## src/rtl/mdio_cmd_pkg.sv

```systemverilog
// Package: shared constants and frame construction for the MDIO command engine.
// Assumes a fixed 64-bit management frame and the 16-bit command word layout.
package mdio_cmd_pkg;
    localparam int FRAME_LEN = 64;
    localparam int PRE_LEN   = 32;
    localparam int TA_IDX    = 46;
    localparam int DATA_IDX  = 48;
    localparam int IDX_W     = $clog2(FRAME_LEN);
    localparam int WORD_W    = 16;
    localparam int ADR_W     = 5;
    localparam int WR_BIT    = 13;
    localparam int FIN_BIT   = 15;

    typedef enum logic {
        SEL_CMD  = 1'b0,
        SEL_DATA = 1'b1
    } reg_sel_e;

    // Builds the full outgoing frame; read frames carry ones where the PHY drives
    function automatic logic [FRAME_LEN-1:0] build_frame(
        input logic              is_wr,
        input logic [ADR_W-1:0]  phy,
        input logic [ADR_W-1:0]  regn,
        input logic [WORD_W-1:0] wdat
    );
        logic [1:0] op;
        logic [1:0] ta;
        logic [WORD_W-1:0] body;
        op   = is_wr ? 2'b01 : 2'b10;
        ta   = is_wr ? 2'b10 : 2'b11;
        body = is_wr ? wdat : {WORD_W{1'b1}};
        return {{PRE_LEN{1'b1}}, 2'b01, op, phy, regn, ta, body};
    endfunction
endpackage

```

## src/rtl/mdio_mdc_gen.sv

```systemverilog
// Module: MDC generator. Divides the system clock by DIV while run is high and
// flags the clock cycle in which MDC rises or falls.
// Assumes DIV is even and at least 4; MDC is held low while run is low.
module mdio_mdc_gen #(
    parameter int DIV = 20
) (
    input  logic clk,
    input  logic rst_n,
    input  logic run,
    output logic mdc,
    output logic rise_stb,
    output logic fall_stb
);
    localparam int HALF = DIV / 2;
    localparam int CW   = (HALF > 1) ? $clog2(HALF) : 1;

    logic [CW-1:0] cnt;
    logic          toggle_now;

    assign toggle_now = run && (cnt == CW'(HALF - 1));
    assign rise_stb   = toggle_now && !mdc;
    assign fall_stb   = toggle_now && mdc;

    // Half-period counter and MDC toggle
    always_ff @(posedge clk) begin
        if (!rst_n) begin
            cnt <= '0;
            mdc <= 1'b0;
        end else if (!run) begin
            cnt <= '0;
            mdc <= 1'b0;
        end else if (toggle_now) begin
            cnt <= '0;
            mdc <= ~mdc;
        end else begin
            cnt <= cnt + 1'b1;
        end
    end
endmodule

```

## src/rtl/mdio_frame_seq.sv

```systemverilog
// Module: frame sequencer. Loads a 64-bit frame on start, shifts one bit per
// falling MDC edge, releases the line for the read turnaround and data phases,
// and gathers read bits on rising MDC edges.
// Assumes start is only raised while idle.
module mdio_frame_seq
    import mdio_cmd_pkg::*;
(
    input  logic              clk,
    input  logic              rst_n,
    input  logic              start,
    input  logic              start_wr,
    input  logic [ADR_W-1:0]  start_phy,
    input  logic [ADR_W-1:0]  start_reg,
    input  logic [WORD_W-1:0] wdata,
    input  logic              rise_stb,
    input  logic              fall_stb,
    input  logic              mdio_i,
    output logic              busy,
    output logic              rd_mode,
    output logic [IDX_W-1:0]  bit_idx,
    output logic              mdio_o,
    output logic              mdio_oe,
    output logic [WORD_W-1:0] rd_word,
    output logic              finish
);
    logic [FRAME_LEN-1:0] shreg;
    logic [IDX_W-1:0]     next_idx;
    logic                 last_bit;

    assign last_bit = (bit_idx == IDX_W'(FRAME_LEN - 1));
    assign next_idx = bit_idx + 1'b1;
    assign finish   = busy && fall_stb && last_bit;

    // Frame shift register, bit index and line drive
    always_ff @(posedge clk) begin
        if (!rst_n) begin
            shreg   <= '0;
            bit_idx <= '0;
            busy    <= 1'b0;
            rd_mode <= 1'b0;
            mdio_o  <= 1'b1;
            mdio_oe <= 1'b0;
        end else if (start) begin
            shreg   <= build_frame(start_wr, start_phy, start_reg, wdata);
            bit_idx <= '0;
            busy    <= 1'b1;
            rd_mode <= !start_wr;
            mdio_o  <= 1'b1;
            mdio_oe <= 1'b1;
        end else if (busy && fall_stb) begin
            if (last_bit) begin
                busy    <= 1'b0;
                mdio_o  <= 1'b1;
                mdio_oe <= 1'b0;
            end else begin
                bit_idx <= next_idx;
                shreg   <= {shreg[FRAME_LEN-2:0], 1'b1};
                mdio_o  <= shreg[FRAME_LEN-2];
                mdio_oe <= !(rd_mode && (next_idx >= IDX_W'(TA_IDX)));
            end
        end
    end

    // Read data capture on rising MDC during the data phase
    always_ff @(posedge clk) begin
        if (!rst_n) begin
            rd_word <= '0;
        end else if (busy && rise_stb && rd_mode && (bit_idx >= IDX_W'(DATA_IDX))) begin
            rd_word <= {rd_word[WORD_W-2:0], mdio_i};
        end
    end
endmodule

```

## src/rtl/mdio_cmd_engine.sv

```systemverilog
// Module: top of the MDIO management command engine. Holds the command and data
// words, starts a frame on a command write while idle, and sets the sticky
// finish flag when the frame ends.
// Assumes software polls the finish flag; writes made while busy are dropped.
module mdio_cmd_engine
    import mdio_cmd_pkg::*;
#(
    parameter int DIV = 20
) (
    input  logic        clk,
    input  logic        rst_n,
    input  logic        wr_en,
    input  logic        wr_sel,
    input  logic [15:0] wr_data,
    output logic [15:0] cmd_rdata,
    output logic [15:0] data_rdata,
    output logic        mdc,
    output logic        mdio_o,
    output logic        mdio_oe,
    input  logic        mdio_i
);
    logic              fin_flag;
    logic              cmd_wr;
    logic [ADR_W-1:0]  cmd_phy;
    logic [ADR_W-1:0]  cmd_reg;
    logic [WORD_W-1:0] data_q;
    logic              start;
    logic              data_wr;
    logic              busy;
    logic              rd_mode;
    logic [IDX_W-1:0]  bit_idx;
    logic [WORD_W-1:0] rd_word;
    logic              finish;
    logic              rise_stb;
    logic              fall_stb;

    assign start   = wr_en && (wr_sel == SEL_CMD) && fin_flag;
    assign data_wr = wr_en && (wr_sel == SEL_DATA) && fin_flag;

    assign cmd_rdata  = {fin_flag, 1'b0, cmd_wr, cmd_phy, 3'b000, cmd_reg};
    assign data_rdata = data_q;

    // Command word fields and finish flag
    always_ff @(posedge clk) begin
        if (!rst_n) begin
            fin_flag <= 1'b1;
            cmd_wr   <= 1'b0;
            cmd_phy  <= '0;
            cmd_reg  <= '0;
        end else if (start) begin
            fin_flag <= 1'b0;
            cmd_wr   <= wr_data[WR_BIT];
            cmd_phy  <= wr_data[8 +: ADR_W];
            cmd_reg  <= wr_data[0 +: ADR_W];
        end else if (finish) begin
            fin_flag <= 1'b1;
        end
    end

    // Data word: host load when idle, read result at frame end
    always_ff @(posedge clk) begin
        if (!rst_n) begin
            data_q <= '0;
        end else if (data_wr) begin
            data_q <= wr_data;
        end else if (finish && rd_mode) begin
            data_q <= rd_word;
        end
    end

    mdio_mdc_gen #(.DIV(DIV)) u_mdc (
        .clk      (clk),
        .rst_n    (rst_n),
        .run      (busy),
        .mdc      (mdc),
        .rise_stb (rise_stb),
        .fall_stb (fall_stb)
    );

    mdio_frame_seq u_seq (
        .clk       (clk),
        .rst_n     (rst_n),
        .start     (start),
        .start_wr  (wr_data[WR_BIT]),
        .start_phy (wr_data[8 +: ADR_W]),
        .start_reg (wr_data[0 +: ADR_W]),
        .wdata     (data_q),
        .rise_stb  (rise_stb),
        .fall_stb  (fall_stb),
        .mdio_i    (mdio_i),
        .busy      (busy),
        .rd_mode   (rd_mode),
        .bit_idx   (bit_idx),
        .mdio_o    (mdio_o),
        .mdio_oe   (mdio_oe),
        .rd_word   (rd_word),
        .finish    (finish)
    );
endmodule

```

## config.mk

```make
export PLATFORM = sky130hd
export DESIGN_NAME = mdio_cmd_engine
export DESIGN_NICKNAME = d
export VERILOG_FILES = /design/src/rtl/mdio_cmd_pkg.sv /design/src/rtl/mdio_mdc_gen.sv /design/src/rtl/mdio_frame_seq.sv /design/src/rtl/mdio_cmd_engine.sv
export SDC_FILE = /design/constraint.sdc
export NUM_CORES = 1
export LEC_CHECK = 0
export ABC_CLOCK_PERIOD_IN_PS = 5500
export BUFFER_PORTS_ARGS = -buffer_cell sky130_fd_sc_hd__buf_2
export CAP_MARGIN = 40
export CORE_UTILIZATION = 40
export CTS_CLUSTER_DIAMETER = 60
export DETAILED_ROUTE_END_ITERATION = 7
export HOLD_SLACK_MARGIN = 0.08
export MAX_ROUTING_LAYER = met4
export PLACE_DENSITY = 0.59
export SETUP_SLACK_MARGIN = 0.05
export SLEW_MARGIN = 20
export SYNTH_ARGS = -nofsm -noshare
export SYNTH_HDL_FRONTEND = slang
export SYNTH_HIERARCHICAL = 1
export SYNTH_SLANG_ARGS = --single-unit
```

## constraint.sdc

```tcl
create_clock -name clk -period 5.5 [get_ports clk]
set_input_delay 1.375 -clock clk [delete_from_list [all_inputs] [get_ports clk]]
set_output_delay 1.375 -clock clk [all_outputs]
set_load 0.02 [all_outputs]
```

# Yosys cells after proc, flatten, opt, wreduce, memory -nomap -nowiden
# Index checks and enable logic that the tools add are counted.
# classes
n_addsub	2
order_cmp	2
n_eq_ne	3
mux	17
bitwise	5
reduce_logical	27
# ops
operator	count
63-bit 2-to-1 mux	3
16-bit 2-to-1 mux	3
1-bit logical AND	14
6-bit greater-or-equal comparator (second input constant)	2
1-bit 2-to-1 mux	10
2-bit AND reduction	4
2-bit nonzero test	4
6-bit by 1-bit adder with 6-bit output (second input constant)	1
6-bit == test (second input constant)	1
1-bit inverter	5
4-bit by 1-bit adder with 4-bit output (second input constant)	1
4-bit == test (second input constant)	1
1-bit zero test	3
3-bit OR reduction	1
2-bit 2-to-1 mux	1
2-bit inequality test (second input constant)	1
2-bit OR reduction	1
# word_totals
regBits	122
inputBits	21
out_inout_bits	35
elab_cells	71

# Depth between registers and ports, before layout
# Gate-level depths: netlist of run 1.
# depth
ltp_word	8
depth_mapped	10
depth_no_buf	9

# Cells and area by module
# Netlist of run 1, hierarchy kept.
# by_module_without_submodules
module	instances	cells_each	area_each_um2	seq_area_each_um2
mdio_frame_seq	1	426	3538.4	1781.7
mdio_cmd_engine	1	130	1258.7	560.5
mdio_mdc_gen	1	22	224.0	100.1

# Worst setup path after synthesis of run 1
# OpenSTA, ideal clock, no wires.
# synth_timing
path_type	in2reg
start	input port wr_sel
end	register u_seq.shreg[53]
setup_ps	136
arrival_ps	2349
t_required_ps	5364
setup_slack_ps	3014
cell_stages	7
n_path_buf	3
cell_sequence	nand3b_4 -> inv_4 -> buf_12 -> inv_1 -> clkbuf_1 -> clkbuf_1 -> a31oi_1
# synth_between
elab_chain_cells	5
word_cells_on_any_way	7
cone_classes	eq/ne: 1; mux: 1; bitwise: 1; reduce/logical: 4
# synth_rtl
item	line	text
from (decl)	mdio_cmd_engine.sv:13	input logic wr_sel,
1-bit inverter (*)	mdio_cmd_engine.sv:37	assign start = wr_en && (wr_sel == SEL_CMD) && fin_flag;
1-bit logical AND (*) (2 in series)	mdio_cmd_engine.sv:37	
net start	mdio_cmd_engine.sv:27	logic start;
2-bit inequality test (no line) or 2-bit nonzero test (tied branches)	-	
2-bit AND reduction (no line)	-	
to (signal assigned)	mdio_frame_seq.sv:44	shreg <= build_frame(start_wr, start_phy, start_reg, wdata);
to (signal assigned)	mdio_frame_seq.sv:57	shreg <= {shreg[FRAME_LEN-2:0], 1'b1};
to (decl)	mdio_frame_seq.sv:26	logic [FRAME_LEN-1:0] shreg;
# Mark *: on every way through the listed nets, which the timed path passes. The rest lies on a longest branch.
# A chain may end at the register's enable or synchronous reset.

# Worst setup path in the final report of run 1
# layout_timing
start	register u_mdc.cnt[0]
end	register u_seq.bit_idx[2]
# layout_between
elab_chain_cells	5
# layout_rtl
item	line	text
from (decl)	mdio_mdc_gen.sv:17	logic [CW-1:0] cnt;
from (signal assigned)	mdio_mdc_gen.sv:36	cnt <= cnt + 1'b1;
4-bit == test	mdio_mdc_gen.sv:20	assign toggle_now = run && (cnt == CW'(HALF - 1));
1-bit logical AND	mdio_mdc_gen.sv:20	
1-bit logical AND	mdio_mdc_gen.sv:22	assign fall_stb = toggle_now && mdc;
net fall_stb	mdio_cmd_engine.sv:35	logic fall_stb;
1-bit logical AND	mdio_frame_seq.sv:50	end else if (busy && fall_stb) begin
2-bit AND reduction (no line)	-	
to (signal assigned)	mdio_frame_seq.sv:56	bit_idx <= next_idx;
to (decl)	mdio_frame_seq.sv:20	output logic [IDX_W-1:0] bit_idx,
# The timed path passes the listed nets, and every way through them passes these cells.

==> summary.md, run 1 <==
| Metric | Value |
|---|---|
| Status | completed |
| CTS Buf Count | 17 |
| CTS Sinks | 122 |
| Slew @ Worst Pin | around 0.8 ns |
| Max-cap violations | 0 |
| Routed wire length | between 10000 and 15000 µm |
| Standard-cell rows | 40 |
| Core Area | roughly 12000 µm² |
| Worst hold path type | flip-flop to flip-flop |
| RSZ-0062 raised after global routing | false |
| TritonCTS clock tree | built |
| GRT Overall Usage | 18.8% |
| Worst endpoint data arrival time | approximately 3.0 ns |
| GR Layer Usage met2 | 29.4% |
| Fin area | slightly below 6000 µm² |
| Top Ports | 56 |
| # diodes | 0 |
| Worst Clk Skew | approximately 0.0090 ns |
| Number of global-route vias before repair | approximately 3800 |
| DR vias | 4052 |
| Storage element area | between 2000 and 2500 µm² |
| DIE WIDTH | approximately 110 µm |
| Critical path peak fanout | 66 |
| Area leader, netlist | dfxtp_1 |
| Most Used Layer, Global Route | met2 |
| Initial antenna violation count | 0 |
| Filler Cells Inserted | 1188 |
| H-Tree Depth | 4 |
| Post-CTS Setup Bufs | 0 |
| Synth top area share | between 40 and 50% |
| Die Area | 13000 µm² |
| # setup viols final | 0 |
| Max Freq | between 0.3 and 0.4 GHz |
| Endpoints failing hold | 0 |
| IO Port Bufs | between 50 and 60 |
| Leak | between 2 and 2.5 nW |
| CTS-repair resized insts | 0 |
| Pins Over Slew Limit | 0 |
| Clock Tree Buf Depth | 2 |
| Final TNS setup | 0 ns |
| Yosys warnings | 6 |
| Layout cells sized above 1 | 17.3% |
| Power Total | 2.31 mW |
| Hold-fix buffers, CTS | 0 |
| Crit Path Class | flip-flop to flip-flop |
| Peak VDD IR | ~220 µV |
| Critical Path RT | 5.79 ns |
| Max FFs per register | 63 |
| Multi-input gate area | between 2000 and 2500 µm² |
| Flops & latches, synth | between 100 and 150 |
| Largest net degree at the start of global routing | 67 |
| Mean Syn Cell Area | around 8.7 µm² |
| Crit start category | flip-flop |
| Worst-skew pair later-pin latency | around 0.40 ns |
| Iter 0 DRT Violations | approximately 270 |
| Critical path capture point type | flip-flop |
| Post-Syn Area | ~5000 µm² |
| Final nets | 632 |
| Die H | ~110 µm |
| Biggest register | u_seq/shreg |
| DRT Pass-1 Iters | 5 |
| ANT nets after route | 0 |
| PwrDens | 393 nW/µm² |
| Layout area overhead | 17.2% |
| Grt met3 use | under 10% |
| Gr ovfl total | 0 |
| Ranking of synthesized cells by area | dfxtp_1 (49%), nand2_1 (11%), a31oi_1 (7.7%), mux2i_1 (6.4%), o21ai_0 (3.4%) |
| CTS root buf | clkbuf_16 |
| Met1 Use GR | around a quarter |
| Worst-path clk slew | 0.05 ns |
| Worst relative slew slack | roughly 47% |
| Fin crit share | roughly 49% |
| Seq/Total Area, Yosys | about half |
| Synth Instances | between 500 and 600 |
| Post-DR vias/cell | slightly above 5 |
| First-pass GRT wire length | 18800 µm |
| Initial cell density of the core | roughly two fifths |
| DRC Markers | 0 |
| Placement Cell Area | roughly 5200 µm² |
| Fin crit period | 2.70 ns |
| Gp weighted congestion | 0.759 |
| Avg WL per Cell | 14.2 µm |
| Hpwl dp | roughly 7000 µm |
| Post-synth cell types | 40 |
## critical path, stage by stage (launching register included)
cell and delay [ns]:
dfxtp_1 0.39, ha_1 0.25, nand3_1 0.11, nor3b_1 0.38, nand2_1 0.27, o21ba_4 0.82, nand2_1 0.14, xor2_1 0.16
nor2_1 0.05
## stage by stage
stage | cells | hold WS (ns) | utilization (%) | worst slack (ns)
after CTS | 787 | 0.461 | 48.6 | 2.76
after floorplan | 581 | 0.432 | - | 3.01
after global routing | 787 | 0.486 | 48.6 | 2.47
after detailed placement | 756 | 0.455 | 43.3 | 2.60
after global placement | 754 | 0.443 | 43.0 | 2.23
final | 787 | 0.461 | 48.6 | 2.80
## cell usage after synthesis, drive strengths merged
master  instances
a21oi          24
a31oi          62
o211a           1
xor2            4
clkbuf         17
ha              4
xnor2           3
inv             6
mux2i          32
o21ba           1
o22ai           1
and3            2
nand2         154
nor3b           1
a21boi         11
a211oi          1
nand3b          2
buf            30
dfxtp         122
nand3          10
nor2           28
conb            1
and3b           1
o21ai          48
or2             1
nor3            3
a31o            1
nor2b           6
o31ai           1
## placed cells by master, fill, tap and decap left out, drive strengths merged, types with 10 or more instances in the layout
cell and n:
nand2 154, dfxtp 122, a31oi 62, buf 54, o21ai 48, mux2i 32, nor2 28, a21oi 24
clkbuf 23, a21boi 11, nand3 10
## worst paths after layout
path / from / endpoint / slack (ns) / depth (start not counted)
max: u_mdc/cnt[0]$_SDFF_PP0_ / u_seq/bit_idx[2]$_SDFFE_PP0P_ / 2.80 / 8
min reg2reg: u_seq/shreg[30]$_SDFFE_PN0P_ / u_seq/shreg[31]$_SDFFE_PP0P_ / 0.46 / 2
max reg2reg: u_mdc/cnt[0]$_SDFF_PP0_ / u_seq/bit_idx[2]$_SDFFE_PP0P_ / 2.80 / 8
min: u_seq/shreg[30]$_SDFFE_PN0P_ / u_seq/shreg[31]$_SDFFE_PP0P_ / 0.46 / 2
## layout make-up
type / count / area share (%)
repair buffers: 54 / 5.14
inverters: 6 / 0.425
clock buffers: 23 / 8.12
clock inverters: 8 / 2.81
well taps: 168 / 3.57
multi-input cells: 406 / 38.4
flip-flops and latches: 122 / 41.5
## per-layer routing
| layer | routed length, µm | share of wire (%) |
|---|---|---|
| met4 | 106 | 0.95 |
| met5 | 0 | 0 |
| met3 | 446 | 4.0 |
| met1 | 5430 | 49 |
| met2 | 5200 | 47 |
## power by group
group,leakage [nW],switching [mW],internal [mW]
Clock,0.317,0.370,0.836
Combinational,1.18,0.0923,0.0529
Sequential,1.00,0.0294,0.933
## logic make-up (layout without fill, tap and decap cells)
group,Yosys count,in the layout,synth area share [%]
AOI/OAI and AO/OA,151,151,18.3
xor gates and xnor gates,7,7,1.22
adders and majority gates,4,4,0.997
buffers and inverters,53,91,6.53
DFF,122,122,48.6
muxes,32,32,6.38
other,1,4,0.0747
and+or+nand+nor,208,208,17.9
Note: power is estimated with default switching activity, not from simulation.
==> inputs of run 2 (changes only) <==
- ABC_CLOCK_PERIOD_IN_PS: 5500 -> 2600
- clock period: 5.5 -> 2.6 ns (I/O delays scaled with it)
==> summary.md, run 2 (synthesis gave the netlist of run 1 again) <==
| Metric | Value |
|---|---|
| Biggest register | u_seq/shreg |
| H-Tree Depth | 4 (unchanged) |
| Worst-path clk slew | 0.06 ns (about the same) |
| PwrDens | 823 nW/µm² (+110%) |
| Critical path cell sequence | ha_1 > nand3_1 > nor3b_2 > nand2_1 > o21ba_4 > buf_4 > nand2_1 > a31oi_1 |
| Critical path capture point type | flip-flop |
| Layout area overhead | 18.7% |
| Worst-skew pair later-pin latency | 0.41 ns (about the same) |
| RSZ-0062 raised after global routing | false |
| GRT Overall Usage | 19.2% (+0.36 points) |
| Endpoints failing hold | 0 (unchanged) |
| Worst Clk Skew | 0.00627 ns (-0.00274 ns) |
| Final nets | 639 (+1.1%) |
| IO Port Bufs | 51 (unchanged) |
| # setup viols final | 0 (unchanged) |
| Routed wire length | 11200 µm (-0.19%) |
| DRT Pass-1 Iters | 8 (+3) |
| Initial cell density of the core | 41.5% (unchanged) |
| Finished Layout Cells | 795 (+1.0%) |
| Pins Over Slew Limit | 0 (unchanged) |
| Core Area | 12100 µm² (unchanged) |
| Layout cells sized above 1 | 19.0% (+1.7 points) |
| Most common cell after layout, fill and taps aside | nand2_1 |
| Max FFs per register | 63 (unchanged) |
| Largest net degree at the start of global routing | 66 (-1.5%) |
| Power Total | 4.91 mW (+110%) |
| Number of global-route vias before repair | 3878 (+1.0%) |
| Iter 0 DRT Violations | 307 (+14%) |
| Crit start category | flip-flop |
| Critical path peak fanout | 29 (-56%) |
| Worst endpoint data arrival time | 2.55 ns (-0.44 ns) |
| CTS Buf Count | 17 (unchanged) |
| Avg WL per Cell | 14.0 µm (-1.2%) |
| Standard-cell rows | 40 (unchanged) |
| # diodes | 0 (unchanged) |
| DIE WIDTH | 114 µm (unchanged) |
| Fin crit share | 85.8% (+37 points) |
| CP max-delay cell | dfxtp_1 |
| Clock Tree Buf Depth | 2 (unchanged) |
| Status | completed |
| Crit Path Class | flip-flop to flip-flop |
| DR vias | 4084 (+0.79%) |
| Gr ovfl total | 0 (unchanged) |
| Die Area | 13000 µm² (unchanged) |
| Initial antenna violation count | 0 (unchanged) |
| CTS root buf | clkbuf_16 |
| Fin crit period | 2.23 ns (-0.471 ns) |
| Post-CTS Setup Bufs | 0 (unchanged) |
| CTS Sinks | 122 (unchanged) |
| Cells after DPL | 763 (+0.93%) |
| ANT nets after route | 0 (unchanged) |
| Post-DR vias/cell | 5.14 (-0.22%) |
| Max-cap violations | 0 (unchanged) |
| TritonCTS clock tree | built |
| Critical Path RT | 2.92 ns (-2.87 ns) |
| Most frequent cells in the layout | nand2_1 (148), dfxtp_1 (122), a31oi_1 (62) |
| Delay of the slowest critical-path stage | 0.37 ns (-0.45 ns) |
| First-pass GRT wire length | 18900 µm (+0.66%) |
| Max Freq | 0.448 GHz (+21%) |
| Hpwl dp | 6990 µm (-0.49%) |
| Min Hold Slack | 0.460 ns (-0.00115 ns) |
| Slew @ Worst Pin | 0.623 ns (-0.175 ns) |
| Worst relative slew slack | 58.4% (+12 points) |
| Leak | 2.53 nW (+1.6%) |
| DRC Markers | 0 (unchanged) |
| Final TNS setup | 0 ns (unchanged) |
| Worst hold path type | flip-flop to flip-flop |
| Top Ports | 56 (unchanged) |
| Gp weighted congestion | 0.791 (+4.1%) |
| Die H | 114 µm (unchanged) |
| Cell mode on critical path | nand2_1 |
| Peak VDD IR | 454 µV (+100%) |
-- run 2: metrics by stage --
stage,utilization [%],worst slack (ns),area [µm²]
after floorplan,-,0.544,5030
after global placement,43.8,0.339,5310
after detailed placement,43.8,0.275,5310
after CTS,49.2,0.218,5950
after global routing,49.2,0.143,5960
final,49.2,0.370,5960
-- run 2: per-layer routing --
layer,part of all wire [%],GRT usage [%]
met1,49,24.7
met2,45,28.6
met3,4.9,5.26
met4,0.91,7.53
met5,0,-
-- run 2: timing repair --
action                     in CTS  in global routing
resized for setup               0                  1
hold endpoints to repair        0                  0
setup endpoints to repair       0                 25
hold buffers                    0                  0
-- run 2: where the power goes --
group          switching [mW]  total, mW  internal, mW
Sequential             0.0626       2.04          1.97
Combinational           0.199      0.314         0.115
Clock                   0.856       2.56          1.70
-- run 2: final timing paths --
path                           startpoint  slack (ns)                     endpoint  depth (start not counted)
hold reg to reg       cmd_wr$_SDFFE_PN0P_        0.46          cmd_wr$_SDFFE_PN0P_                          2
hold / removal        cmd_wr$_SDFFE_PN0P_        0.46          cmd_wr$_SDFFE_PN0P_                          2
setup / recovery  u_mdc/cnt[0]$_SDFF_PP0_        0.37  u_seq/shreg[2]$_SDFFE_PN0P_                          8
setup reg to reg  u_mdc/cnt[0]$_SDFF_PP0_        0.37  u_seq/shreg[2]$_SDFFE_PN0P_                          8
-- run 2: worst max-delay path: cells and delay by family (launching register included) --
family | cells | cell delay (ns)
AND/OR/NAND/NOR | 4 | 0.72
adder cells (fa/ha/maj) | 1 | 0.24
buffers and inverters | 1 | 0.30
AO/OA/AOI/OAI | 2 | 0.51
flip-flops | 1 | 0.37
-- run 2: layout make-up --
cell class / instances / area [µm²]
inverters: 6 / 25.0
well taps: 168 / 210
fillers: 1152 / 6150
multi-input cells: 406 / 2270
flip-flops and latches: 122 / 2440
clock buffers: 17 / 425
repair buffers: 61 / 368
clock inverters: 15 / 221
